## config.mk

```make
export PLATFORM = sky130hd
export DESIGN_NAME = dma_req_arbiter
export DESIGN_NICKNAME = d
export VERILOG_FILES = /design/src/rtl/dma_arb_pkg.sv /design/src/rtl/dma_arb_pick.sv /design/src/rtl/dma_arb_chan.sv /design/src/rtl/dma_req_arbiter.sv
export SDC_FILE = /design/constraint.sdc
export NUM_CORES = 1
export LEC_CHECK = 0
export ABC_AREA = 1
export BUFFER_PORTS_ARGS = -buffer_cell sky130_fd_sc_hd__buf_2
export CAP_MARGIN = 25
export CORE_UTILIZATION = 50
export DETAILED_ROUTE_END_ITERATION = 8
export PLACE_DENSITY = 0.69
export SETUP_SLACK_MARGIN = 0.4
export SLEW_MARGIN = 40
export SYNTH_ARGS = -nofsm -noshare
export SYNTH_HDL_FRONTEND = slang
export SYNTH_SLANG_ARGS = --single-unit
```

## constraint.sdc

```tcl
create_clock -name clk -period 2 [get_ports clk]
set_clock_uncertainty 0.2 [all_clocks]
set_input_delay 0.4 -clock clk [delete_from_list [all_inputs] [get_ports clk]]
set_output_delay 0.4 -clock clk [all_outputs]
set_load 0.1 [all_outputs]
```

## src/rtl/dma_arb_pkg.sv

```systemverilog
package dma_arb_pkg;
    typedef enum logic {
        ARB_IDLE = 1'b0,
        ARB_BUSY = 1'b1
    } arb_state_e;
endpackage

```

## src/rtl/dma_arb_pick.sv

```systemverilog
// Fixed-priority selector: the lowest set index wins.
module dma_arb_pick #(
    parameter int N  = 4,
    parameter int IW = 2
) (
    input  logic [N-1:0]  req,
    output logic          any,
    output logic [IW-1:0] idx
);
    always_comb begin
        any = |req;
        idx = '0;
        for (int i = N - 1; i >= 0; i--) begin
            if (req[i]) idx = IW'(i);
        end
    end
endmodule

```

## src/rtl/dma_arb_chan.sv

```systemverilog
// Per-channel settings, start/pending latches, count and end flag.
module dma_arb_chan #(
    parameter int CNT_W = 8,
    parameter int NSRC  = 4,
    parameter int SRC_W = 2
) (
    input  logic             clk,
    input  logic             rst_n,
    input  logic             wr_i,
    input  logic             wr_en_i,
    input  logic             wr_start_i,
    input  logic             wr_blk_i,
    input  logic [SRC_W-1:0] wr_src_i,
    input  logic [CNT_W-1:0] wr_cnt_i,
    input  logic [NSRC-1:0]  periph_req_i,
    input  logic             idle_i,
    input  logic             grant_i,
    input  logic             ack_i,
    output logic             elig_o,
    output logic             last_o,
    output logic             blk_o,
    output logic             irq_o
);
    typedef struct packed {
        logic             en;
        logic             stg;
        logic             pend;
        logic             blk;
        logic [SRC_W-1:0] src;
        logic [CNT_W-1:0] cnt;
        logic             tc;
        logic             tc_prev;
        logic             irq;
    } chan_st_t;

    chan_st_t st_d, st_q;
    logic     hit, drop;

    always_comb begin
        st_d       = st_q;
        hit        = periph_req_i[st_q.src] & st_q.en;
        drop       = grant_i | (idle_i & ~st_q.en);
        st_d.stg   = st_q.stg & ~drop;
        st_d.pend  = (st_q.pend & ~drop) | hit;
        st_d.tc_prev = st_q.tc;
        st_d.irq   = st_q.tc & ~st_q.tc_prev;
        if (ack_i) begin
            st_d.cnt = st_q.cnt - CNT_W'(1);
            if (st_q.cnt == CNT_W'(1)) st_d.tc = 1'b1;
        end
        if (wr_i) begin
            st_d.en  = wr_en_i;
            st_d.stg = wr_start_i & wr_en_i;
            st_d.blk = wr_blk_i;
            st_d.src = wr_src_i;
            st_d.cnt = wr_cnt_i;
            st_d.tc  = 1'b0;
        end
    end

    always_ff @(posedge clk) begin
        if (!rst_n) st_q <= '0;
        else        st_q <= st_d;
    end

    assign elig_o = st_q.en & ~st_q.tc & (st_q.stg | st_q.pend) & (|st_q.cnt);
    assign last_o = (st_q.cnt == CNT_W'(1));
    assign blk_o  = st_q.blk;
    assign irq_o  = st_q.irq;
endmodule

```

## src/rtl/dma_req_arbiter.sv

```systemverilog
module dma_req_arbiter
    import dma_arb_pkg::*;
#(
    parameter int  NCH   = 4,
    parameter int  CNT_W = 8,
    parameter int  NSRC  = 4,
    localparam int CH_W  = (NCH > 1) ? $clog2(NCH) : 1,
    localparam int SRC_W = (NSRC > 1) ? $clog2(NSRC) : 1
) (
    input  logic             clk,
    input  logic             rst_n,
    input  logic             cfg_we,
    input  logic [CH_W-1:0]  cfg_ch,
    input  logic             cfg_en,
    input  logic             cfg_start,
    input  logic             cfg_block,
    input  logic [SRC_W-1:0] cfg_src,
    input  logic [CNT_W-1:0] cfg_count,
    input  logic [NSRC-1:0]  periph_req,
    input  logic             xfer_ack,
    output logic             grant_vld,
    output logic [CH_W-1:0]  grant_ch,
    output logic             tc_strobe,
    output logic [NCH-1:0]   end_irq
);
    typedef struct packed {
        arb_state_e      state;
        logic [CH_W-1:0] cur;
    } arb_st_t;

    arb_st_t         arb_d, arb_q;
    logic [NCH-1:0]  elig_v, last_v, blk_v, ack_v, grant_v;
    logic            pick_any;
    logic [CH_W-1:0] pick_idx;
    logic            idle, busy;

    assign idle = (arb_q.state == ARB_IDLE);
    assign busy = (arb_q.state == ARB_BUSY);

    dma_arb_pick #(.N(NCH), .IW(CH_W)) u_pick (
        .req (elig_v),
        .any (pick_any),
        .idx (pick_idx)
    );

    for (genvar c = 0; c < NCH; c++) begin : g_ch
        assign ack_v[c]   = busy & xfer_ack & (arb_q.cur == CH_W'(c));
        assign grant_v[c] = idle & pick_any & (pick_idx == CH_W'(c));

        dma_arb_chan #(.CNT_W(CNT_W), .NSRC(NSRC), .SRC_W(SRC_W)) u_chan (
            .clk          (clk),
            .rst_n        (rst_n),
            .wr_i         (cfg_we & (cfg_ch == CH_W'(c))),
            .wr_en_i      (cfg_en),
            .wr_start_i   (cfg_start),
            .wr_blk_i     (cfg_block),
            .wr_src_i     (cfg_src),
            .wr_cnt_i     (cfg_count),
            .periph_req_i (periph_req),
            .idle_i       (idle),
            .grant_i      (grant_v[c]),
            .ack_i        (ack_v[c]),
            .elig_o       (elig_v[c]),
            .last_o       (last_v[c]),
            .blk_o        (blk_v[c]),
            .irq_o        (end_irq[c])
        );
    end

    always_comb begin
        arb_d = arb_q;
        if (idle && pick_any) begin
            arb_d.state = ARB_BUSY;
            arb_d.cur   = pick_idx;
        end else if (busy && xfer_ack) begin
            if (!blk_v[arb_q.cur] || last_v[arb_q.cur]) arb_d.state = ARB_IDLE;
        end
    end

    always_ff @(posedge clk) begin
        if (!rst_n) arb_q <= '{state: ARB_IDLE, cur: '0};
        else        arb_q <= arb_d;
    end

    assign grant_vld = busy;
    assign grant_ch  = arb_q.cur;
    assign tc_strobe = busy & xfer_ack & last_v[arb_q.cur];
endmodule

```

Word-level counts from Yosys, hierarchy flattened
Index checks and enable logic that the tools add are counted.

Bits in registers: 71. Latch bits: 0. Memory bits (writable): 0. Bits in read-only memories: 0. Input bits: 23. Output and inout port bits: 8. Word-level logic and storage cells: 200. Memories kept: 0.

$add $sub $neg: 4. Multipliers: 0. Div/mod/pow operators: 0. $lt $le $gt $ge: 5. Eq/ne operators: 13. Shifts and indexed selects: 0. Muxes and demuxes: 35. Bitwise operators: 78. Reductions and logical operators: 27.

Operators by type and width (count): 9-bit two-way mux (8); 1-bit bitwise AND (48); 8-bit by 1-bit equality test with 1-bit output (second input constant) (4); 8-bit OR reduction (4); 8-bit by 1-bit subtractor with 8-bit output (second input constant) (4); 1-bit inverter (18); 1-bit two-way mux (17); 2-bit by 3-bit less-than comparator with 1-bit output (second input constant) (5); 1-bit binary-select mux with 2-bit select (6); 2-bit equality test (second input constant) (6); 1-bit bitwise OR (12); 2-bit nonzero test (6); 2-bit AND reduction (5); 2-bit two-way mux (4); 2-bit OR reduction (4); 2-bit by 1-bit equality test with 1-bit output (second input constant) (3); 2-bit zero test (3); 4-bit OR reduction (1); 1-bit logical AND (2); 1-bit zero test (1); 1-bit logical OR (1).

Depth between registers and ports, before layout
Depth after elaboration: 14. Depth in mapped cells: 11. Gate-level depth less buffers: 11.

Modules after synthesis
From an unflattened synthesis, not the netlist that was laid out.

Cell total of the unflattened synthesis: 578. Area total of the unflattened synthesis: 4018.9 um^2.

By module, submodules not included: dma_arb_chan at g_ch[0].u_chan ... (instances 3, cells each 129, area each 914.6 um^2, seq. area each 340.3 um^2); dma_arb_chan at g_ch[3].u_chan (instances 1, cells each 129, area each 932.1 um^2, seq. area each 340.3 um^2); dma_req_arbiter (instances 1, cells each 53, area each 296.5 um^2, seq. area each 60.1 um^2); dma_arb_pick (instances 1, cells each 9, area each 46.3 um^2, seq. area each 0.0 um^2).

Worst setup path before layout
No wires, ideal clock.

Kind: reg2out. Start point: reg arb_q, in the netlist grant_ch[1]. End point: out tc_strobe. Arrival: 2078 ps. Required time: 1400 ps. Slack: -678 ps. Stages on the path, launching flop included: 7. Buffers on the path: 0. Cell sequence: dfxtp_1 -> inv_2 -> nor3_4 -> nand2_2 -> nand2_1 -> inv_1 -> nand2_2.

Longest elaborated chain between the ends: 3.

RTL lines: from (decl) (line dma_req_arbiter.sv:31) `arb_st_t arb_d, arb_q;`; from (signal assigned) (line dma_req_arbiter.sv:81) `if (!rst_n) arb_q <= '{state: ARB_IDLE, cur: '0};`; from (signal assigned) (line dma_req_arbiter.sv:82) `else arb_q <= arb_d;`; 1-bit binary-select mux with 2-bit select (line dma_req_arbiter.sv:87) `assign tc_strobe = busy & xfer_ack & last_v[arb_q.cur];`; 1-bit two-way mux (implied by the code) (line dma_req_arbiter.sv:87); 1-bit bitwise AND (line dma_req_arbiter.sv:87); to (decl) (line dma_req_arbiter.sv:23) `output logic tc_strobe,`.

Every way passes these cells. The select of a mux whose other input is x is not followed.

Worst setup path after layout
Start point: reg g_ch[1].u_chan.st_q[8] (netlist name). End point: out tc_strobe.

Longest elaborated chain between the ends: 4.

RTL lines: from (decl) (line dma_arb_chan.sv:36) `chan_st_t st_d, st_q;`; from (signal assigned) (line dma_arb_chan.sv:63) `else st_q <= st_d;`; 8-bit by 1-bit equality test with 1-bit output (line dma_arb_chan.sv:67) `assign last_o = (st_q.cnt == CNT_W'(1));`; 1-bit binary-select mux with 2-bit select (line dma_req_arbiter.sv:87); 1-bit two-way mux (implied by the code) (line dma_req_arbiter.sv:87); 1-bit bitwise AND (line dma_req_arbiter.sv:87).

Every way passes these cells. The select of a mux whose other input is x is not followed.

==> impl_metrics.tcl <==
set metrics [dict create \
    place_area_um2 4070 \
    port_buffers 30 \
    ir_drop_mv 0.334 \
    synth_cell_type_count 26 \
    place_congestion 0.886 \
    grt_pass1_vias 3581 \
    synth_edf_count 0 \
    yosys.area_share.xor_xnor_pct 3.58 \
    met1_usage_pct 35.1 \
    synth_fa_ha_area_share_pct 4.09 \
    slew-limit-headroom_pct 70.3 \
    fillers 573 \
    design_area_um2 4920 \
    max_cap_violations 0 \
    synth_top_family_by_area "simple AND/OR/NAND/NOR gates" \
    grt_pass1_wl_mm 16.6 \
    grt_use_total_pct 28.2 \
    synth_compound_area_share_pct 17.5 \
    p_total_mw 3.53 \
    stdcell_count 710 \
    hold_class "in2reg" \
    top_usage_layer "met2" \
    yosysSeqAreaShare_pct 38.7 \
    synth_simple_gate_area_share_pct 26.9 \
    finalCritPeriodShare_pct 108 \
    setup_violations 1 \
    crit_fanout 3 \
    use_met2_pct 47.6 \
    synth_cells 536 \
    met3_usage_pct 5.47 \
    clock_latency_ns 0.36 \
    ys_ff_latch 71 \
    syn_area_per_cell_um2 6.85 \
    synthFlopType "dfxtp_1" \
    drtAntennaViolNets 0 \
    tightest_slew_ns 0.444 \
    violations "setup timing" \
    core_area_um2 6940 \
    cts.sinks 71 \
    io_pins 31 \
    totalWireLength_mm 10.8 \
    grt_max_degree 41 \
    firstDrtPassIters 5 \
    p_leak_nw 2.17 \
    crit_type "reg2out" \
    synth_area_um2 3670 \
    areaGrowthSynthToFinish_pct 34.0 \
    required_ns 1.40 \
    ys_async_sr_fraction_pct 0 \
    pre_cts_ws_ns 0.0699 \
    die-width_um 87.7 \
    period_needed_ns 2.16 \
    htree_num_levels 3 \
    crit_path_start_kind "flop" \
    yosys.area.top_type_share_pct 38.7 \
    synthTopCellsByArea "dfxtp_1 39%, nand2_1 12%, nor2_1 8.6%" \
    timing.final.hold_violations 0 \
    wl_per_cell_um 15.3 \
    rows 30 \
    start_util_pct 52.9 \
    rsz0062_at_grt "true" \
    numCtsBuffers 9 \
    yosys_warnings 0 \
    root_buffer "clkbuf_8" \
    die_h_um 87.7 \
    nets 644 \
    die-area_um2 7690 \
    slew_viol_final 0 \
    synthTopCellsByCount "116 x nand2_1, 84 x nor2_1, 71 x dfxtp_1" \
    power_density_nw_per_um2 717 \
    cp-end-kind "output pin" \
    num_antenna_cells 0 \
    viasPerCell 5.45 \
    antenna_found_initial 0 \
    yosysMostFrequentCell "nand2_1" \
    cts.path.max_buffers 2 \
    grt.overflow.total 0 \
    hpwl_mm 6.84 \
    dp.cells 665 \
    synthesis.nets 571 \
    status "finished, violations left" \
    synthMuxAreaShare_pct 0 \
    yosysTopAreaCell "dfxtp_1" \
    drive_above_1_share_pct 30.1 \
    setup_ws_ns -0.157 \
    cts_tree "yes" \
    cp.arrival_ns 1.56 \
    route.detailed.drc 0 \
    dr_total_vias 3866 \
    fmax_mhz 464 \
    clkTransAtPathRegs_ns 0.08 \
    drt_iter0_drc 223 \
]
## per-stage QoR
stage / TNS [ns] / utilization (%) / hold slack [ns]
floorplan: 0 / - / 0.168
global placement: 0 / 58.6 / 0.172
detailed placement: 0 / 58.6 / 0.178
CTS: -0.106 / 65.9 / 0.127
global route: -0.228 / 70.9 / 0.138
finish: -0.157 / 70.9 / 0.132
## metal layers
layer	share of wire, %	vias to the layer above
met5	0	-
met3	5.5	35
li1	-	1891
met1	43	1804
met4	2.9	0
met2	48	136
## cells by family after synthesis
kind of cell             count (synthesis)
AO/OA/AOI/OAI                          115
XOR/XNOR                                15
adder cells (fa/ha/maj)                 12
buffers and inverters                   85
flip-flops                              71
AND/OR/NAND/NOR                        238
## critical path, cell delays in order, from the launching register on
cell and delay, ns:
dfxtp_1 0.34, nor2_2 0.14, nand2_1 0.11, nor2_1 0.13
nand2_1 0.10, nand2_2 0.09, inv_4 0.05, nand2_8 0.07
buf_12 0.17
## final timing paths
| check | from | end | slack, ns | depth (start not counted) |
|---|---|---|---|---|
| worst max-delay path | g_ch[1].u_chan.st_q[8]$_SDFFE_PN0P_ | tc_strobe | -0.16 | 8 |
| worst min-delay path | cfg_src[0] | g_ch[1].u_chan.st_q[11]$_SDFFE_PN0P_ | 0.13 | 3 |
| worst max register to register | g_ch[0].u_chan.st_q[9]$_SDFFE_PN0P_ | g_ch[3].u_chan.st_q[14]$_SDFF_PN0_ | 0.16 | 13 |
| worst min register to register | g_ch[2].u_chan.st_q[1]$_SDFF_PN0_ | g_ch[2].u_chan.irq_o$_SDFF_PN0_ | 0.19 | 1 |
## state kept, by name, indices dropped and copies added, names as in the netlist
| register | flops |
|---|---|
| g_ch.u_chan.st_q | 56 |
| g_ch.u_chan.st_d | 4 |
| grant_ch | 2 |
| g_ch.u_chan.blk_o | 4 |
| g_ch.u_chan.irq_o | 4 |
| grant_vld | 1 |
## final cells by class
| cell class | instances | area [um2] | area share (%) |
|---|---|---|---|
| sequential | 71 | 1460 | 29.7 |
| multi-input combinational | 380 | 2180 | 44.3 |
| clock buffer | 10 | 149 | 3.03 |
| timing repair buffer | 79 | 634 | 12.9 |
| inverter | 68 | 263 | 5.34 |
| tap | 96 | 120 | 2.44 |
| clock inverter | 6 | 113 | 2.29 |
## layout by cell type (no fill, tap or decap), types with 2 or more instances in the layout
cell,instances
nand2_1,99
nor2_1,63
inv_1,53
dfxtp_1,51
buf_4,43
o21ai_0,42
a21oi_1,23
buf_2,22
nand2_2,18
a31oi_1,18
nand3_1,15
xor2_1,15
nor2_4,13
dfxtp_2,13
inv_2,10
nor2_2,10
ha_1,9
clkbuf_8,9
buf_6,9
o22ai_1,8
nor3_1,8
dfxtp_4,7
nand4_1,5
a211oi_1,5
o21ai_1,5
o211ai_1,5
buf_12,5
nor3_4,3
inv_4,3
o21ai_2,3
ha_4,3
bufinv_16,3
nand2_8,2
clkinv_1,2
a21oi_2,2
inv_6,2
## report_power, final
| group | leakage, nW | switching, mW | internal [mW] |
|---|---|---|---|
| clock | 0.132 | 0.604 | 0.911 |
| sequential | 0.588 | 0.0460 | 1.46 |
| combinational | 1.45 | 0.304 | 0.209 |
| total | 2.17 | 0.955 | 2.58 |
## what timing repair did
action,CTS,global route
endpoints found under the setup margin,20,37
pin swaps,21,25
hold buffers,0,0
buffers inserted,15,14
endpoints found under the hold margin,0,0
resized for setup,59,74
Note: power is estimated with default switching activity, not from simulation.
